### src/rtl/qrs_detector.sv
module qrs_detector #(
  parameter int DW      = 12,
  parameter int EW      = 16,
  parameter int WIN     = 11,
  parameter int ISH     = 3,
  parameter int TRAIN   = 720,
  parameter int REFRACT = 72,
  parameter int IW      = 16,
  localparam int OW     = EW + $clog2(WIN) - ISH
) (
  input  logic                 clk,
  input  logic                 rst_n,
  input  logic                 in_valid,
  input  logic signed [DW-1:0] in_sample,
  output logic                 beat,
  output logic [IW-1:0]        peak_idx,
  output logic [OW-1:0]        energy
);
  localparam int SW = EW + $clog2(WIN);
  localparam int PW = 2 * (DW + 1);
  localparam int AW = $clog2(WIN);
  localparam int CW = $clog2(TRAIN + 1);
  localparam int RW = $clog2(REFRACT + 1);

  logic signed [DW-1:0] x1, x2, lp1, lp;
  logic signed [DW+1:0] fir;
  logic signed [DW:0]   d;
  logic signed [PW-1:0] prod;
  logic [EW-1:0]        sq;
  logic [EW-1:0]        win_q [WIN];
  logic [AW-1:0]        ptr;
  logic [SW-1:0]        sum, sum_n;
  logic [OW-1:0]        e_n, e_q, mean, dev, mean_n, dev_n, absd;
  logic signed [OW:0]   diff, spread;
  logic [OW:0]          thr;
  logic [CW-1:0]        seen;
  logic [RW-1:0]        refr;
  logic [IW-1:0]        idx;
  logic                 hit;

  assign fir    = (DW+2)'(in_sample) + ((DW+2)'(x1) <<< 1) + (DW+2)'(x2);
  assign lp     = DW'(fir >>> 2);
  assign d      = (DW+1)'(lp) - (DW+1)'(lp1);
  assign prod   = PW'(d) * PW'(d);
  assign sq     = (|prod[PW-1:EW]) ? '1 : prod[EW-1:0];
  assign sum_n  = sum + SW'(sq) - SW'(win_q[ptr]);
  assign e_n    = OW'(sum_n >> ISH);

  assign diff   = $signed({1'b0, e_n}) - $signed({1'b0, mean});
  assign mean_n = OW'($signed({1'b0, mean}) + (diff >>> 3));
  assign absd   = OW'(diff[OW] ? -diff : diff);
  assign spread = $signed({1'b0, absd}) - $signed({1'b0, dev});
  assign dev_n  = OW'($signed({1'b0, dev}) + (spread >>> 3));
  assign thr    = {1'b0, mean} + (OW+1)'(dev >> 1);

  assign hit    = (seen == CW'(TRAIN)) && (refr == '0) &&
                  ({1'b0, e_q} > thr) && (e_n < e_q);
  assign energy = e_q;

  always_ff @(posedge clk or negedge rst_n) begin
    if (!rst_n) begin
      x1 <= '0; x2 <= '0; lp1 <= '0;
      for (int i = 0; i < WIN; i++) win_q[i] <= '0;
      ptr <= '0; sum <= '0; e_q <= '0; mean <= '0; dev <= '0;
      seen <= '0; refr <= '0; idx <= '0;
      beat <= 1'b0; peak_idx <= '0;
    end else begin
      beat <= 1'b0;
      if (in_valid) begin
        x2 <= x1;
        x1 <= in_sample;
        lp1 <= lp;
        win_q[ptr] <= sq;
        ptr <= (ptr == AW'(WIN - 1)) ? '0 : ptr + 1'b1;
        sum <= sum_n;
        e_q <= e_n;
        mean <= mean_n;
        dev <= dev_n;
        idx <= idx + 1'b1;
        if (seen != CW'(TRAIN)) seen <= seen + 1'b1;
        beat <= hit;
        if (hit) begin
          refr <= RW'(REFRACT);
          peak_idx <= idx - 1'b1;
        end else if (refr != '0) begin
          refr <= refr - 1'b1;
        end
      end
    end
  end


  beat_pulse_chk: assert property (@(posedge clk) disable iff (!rst_n)
    beat |=> !beat);


  energy_hold_chk: assert property (@(posedge clk) disable iff (!rst_n)
    !$past(in_valid) |-> $stable(energy));


  train_gate_chk: assert property (@(posedge clk) disable iff (!rst_n)
    beat |-> $past(seen) == CW'(TRAIN));


  refract_gate_chk: assert property (@(posedge clk) disable iff (!rst_n)
    beat |-> $past(refr) == '0);


  peak_hold_chk: assert property (@(posedge clk) disable iff (!rst_n)
    !beat |-> $stable(peak_idx));
endmodule

### config.mk
export PLATFORM = sky130hd
export DESIGN_NAME = qrs_detector
export DESIGN_NICKNAME = d
export VERILOG_FILES = /design/src/rtl/qrs_detector.sv
export SDC_FILE = /design/constraint.sdc
export NUM_CORES = 1
export LEC_CHECK = 0
export BUFFER_PORTS_ARGS = -buffer_cell sky130_fd_sc_hd__buf_2
export CAP_MARGIN = 20
export CORE_MARGIN = 5
export CORE_UTILIZATION = 50
export CTS_CLUSTER_DIAMETER = 60
export DETAILED_ROUTE_END_ITERATION = 8
export PLACE_DENSITY = 0.78
export SLEW_MARGIN = 25
export SYNTH_ARGS = -nofsm -noshare
export SYNTH_HDL_FRONTEND = slang
export SYNTH_SLANG_ARGS = --single-unit
### constraint.sdc
create_clock -name clk -period 19.99 [get_ports clk]
set_input_delay 3.998 -clock clk [delete_from_list [all_inputs] [get_ports clk]]
set_output_delay 3.998 -clock clk [all_outputs]
set_load 0.01 [all_outputs]
==> run summary <==
vias in the first global route = 22200
die outline width = 242 µm
# IOs = 49
vias per inst = 5.67
WL/cell = 17.6 µm
Placer Congestion = 0.904
drt pass-1 iters = 5
clock latency on the worst-skew pair = 570 ps
clock tree sinks = 320
Starting Density = 50.7%
die height = 242 µm
crit path kind = in -> reg
Synth Area in XOR/XNOR = 5.65%
Worst setup EP type = register
Util after Layout = 61.1%
Overflow after GRT = 0
Post-Synthesis Cell Area = 26800 µm²
Most common cell on crit path = fa_1
post-synth cell types = 79
fraction of registers with async set or reset after synthesis = 100%
final hold vios = 0
fill cell count = 4183
Post-synth top flop = dfrtp_1
Post-synth top cells = nor2_1 (350), inv_1 (322), dfrtp_1 (320), ha_1 (237), nand2_1 (197)
RSZ-0062 raised after global routing = true
largest family of logic cells by synthesized area = adder cells
Synth Area in Simple Gates = 12.7%
CTS Buf Count = 39
period utilization = 99.9%
area leader, netlist = dfrtp_1
setup TNS = 0 ps
# setup viols final = 0
#FFs+latches synth = 320
footprint of the multi-input gates = 17700 µm²
post-synth top area share = 29.9%
port buffer count = 48
count of pins over their slew limit = 0
WP buf/inv = 9
Net count, final = 3616
CTS tree = built
diode count = 0
cell with the most instances after synthesis = nor2_1
initial antenna violation count = 0
Clock Tree Buf Depth = 3
first-pass GRT wire length = 110000 µm
main area contributors after synthesis = dfrtp_1 (30%), fa_1 (13%), ha_1 (11%)
Core ar. = 52900 µm²
Routed WL = 68500 µm
Rel. slew slack = 37.4%
Worst Path Required = 20460 ps
DRT antenna net count = 0
CP Max Fanout = 5
syn_area_per_cell = 9.34 µm²
MaxCap Viol Count = 0
CP arrival = 20440 ps
adder-cell share of the synthesized area = 24.3%
DRC viols = 0
post-synthesis net count = 3298
hold buffers post-CTS = 0
Final Non-Filler Cells = 3900
sequential area share after synthesis = 29.9%
detailed placement HPWL = 49200 µm
die area = 58300 µm²
slew at the pin closest to its max-slew limit = 939 ps
status = finished, final reports clean
Min-Delay Path Class = reg -> reg
layout cells sized above 1 = 22.6%
sequential cell area = 8010 µm²
delay of the slowest critical-path stage = 570 ps
clock-pin slew on the worst setup and hold paths = 60 ps
post-layout min period = 19980 ps
Highest Clock Rate = 50.1 MHz
Crit-path slowest cell = fa_1
Cell Rows = 84
H-tree Lvls = 2
largest net degree at the start of global routing = 101
Area Growth Syn to Fin = 20.4%
detailed-route via count = 22100
Synth Area in Compound Gates = 14.4%
Worst Clk Skew = 31.5 ps
number of synthesized flops with an enable pin = 0
CP delay by family, top = compound AO/OA/AOI/OAI gates
YS warnings = 0
gr usage total = 22.2%
mux cell area share after synthesis = 5.71%
CP Launch Type = primary input
placed cells = 3801
Synth Instances = 2869
Clock Root Buffer = clkbuf_16
Initial DRC Count = 1336
==> layer usage <==
layer	wire length (µm)	track usage, %	up-vias
met2	34800	39.5	681
met4	2370	8.12	0
li1	-	-	10400
met3	3610	2.98	167
met1	27700	27.9	10800
met5	0	0	-
==> cell usage in the layout (no fill, tap or decap), drive strengths merged, types with 22 or more instances in the layout <==
| master | instances |
|---|---|
| nand3 | 32 |
| mux4 | 32 |
| fa | 177 |
| nand2 | 197 |
| mux2i | 28 |
| a21o | 38 |
| nor2 | 350 |
| a31oi | 170 |
| a211oi | 25 |
| xnor2 | 118 |
| ha | 237 |
| clkbuf | 55 |
| o21a | 22 |
| xor2 | 55 |
| a21oi | 136 |
| o21ai | 125 |
| inv | 327 |
| buf | 421 |
| nand2b | 41 |
| mux2 | 47 |
| dfrtp | 320 |
| nor3 | 34 |
==> logic make-up after synthesis <==
| kind of cell | Yosys count |
|---|---|
| buffers and inverters | 472 |
| adders and majority gates | 414 |
| and+or+nand+nor | 768 |
| AOI/OAI and AO/OA | 614 |
| xor gates and xnor gates | 173 |
| DFF | 320 |
| other | 1 |
| muxes | 107 |
==> repair_timing <==
action	in CTS	in global routing
gates resized for setup	46	118
gates cloned	0	0
endpoints found under the setup margin	7	14
buffers inserted	13	20
endpoints found under the hold margin	0	0
pin swaps	50	113
==> sequential cells by signal, indices dropped and copies added (netlist names) <==
name and count:
beat 1, dev 17, idx 16, lp1 12, mean 17, peak_idx 16
ptr 4, refr 7, seen 10, sum 20, win_q 176, x1 12
x2 12
==> per-stage QoR <==
| stage | cell area, µm² | hold slack (ps) | setup slack, ps |
|---|---|---|---|
| CTS | 31600 | 471 | 22.8 |
| detailed placement | 30000 | 458 | -1010 |
| global route | 32300 | 482 | -743 |
| global placement | 30000 | 449 | -543 |
| floorplan | 27000 | 434 | 11.2 |
| finish | 32300 | 466 | 14.0 |
==> layout make-up <==
type | instances | area share (%)
multi-input cells | 2077 | 55.0
flip-flops and latches | 320 | 24.8
repair buffers | 421 | 9.76
inverters | 328 | 3.85
clock buffers | 55 | 3.52
well taps | 688 | 2.67
clock inverters | 11 | 0.434
==> final timing paths <==
check,cells after the start,start,endpoint,slack (ps)
max,77,in_sample[2],dev[16]$_DFFE_PN0P_,10
min,1,refr[6]$_DFFE_PN0P_,refr[6]$_DFFE_PN0P_,470
max reg2reg,76,x2[2]$_DFFE_PN0P_,dev[16]$_DFFE_PN0P_,3150
min reg2reg,1,refr[6]$_DFFE_PN0P_,refr[6]$_DFFE_PN0P_,470
max in group asynchronous,3,rst_n,x2[11]$_DFFE_PN0P_,14380
min in group asynchronous,1,rst_n,peak_idx[14]$_DFFE_PN0P_,3450
Power is left out: the tool's default activity adds up to more than one toggle a clock period on the data nets, which glitch-free logic cannot reach.
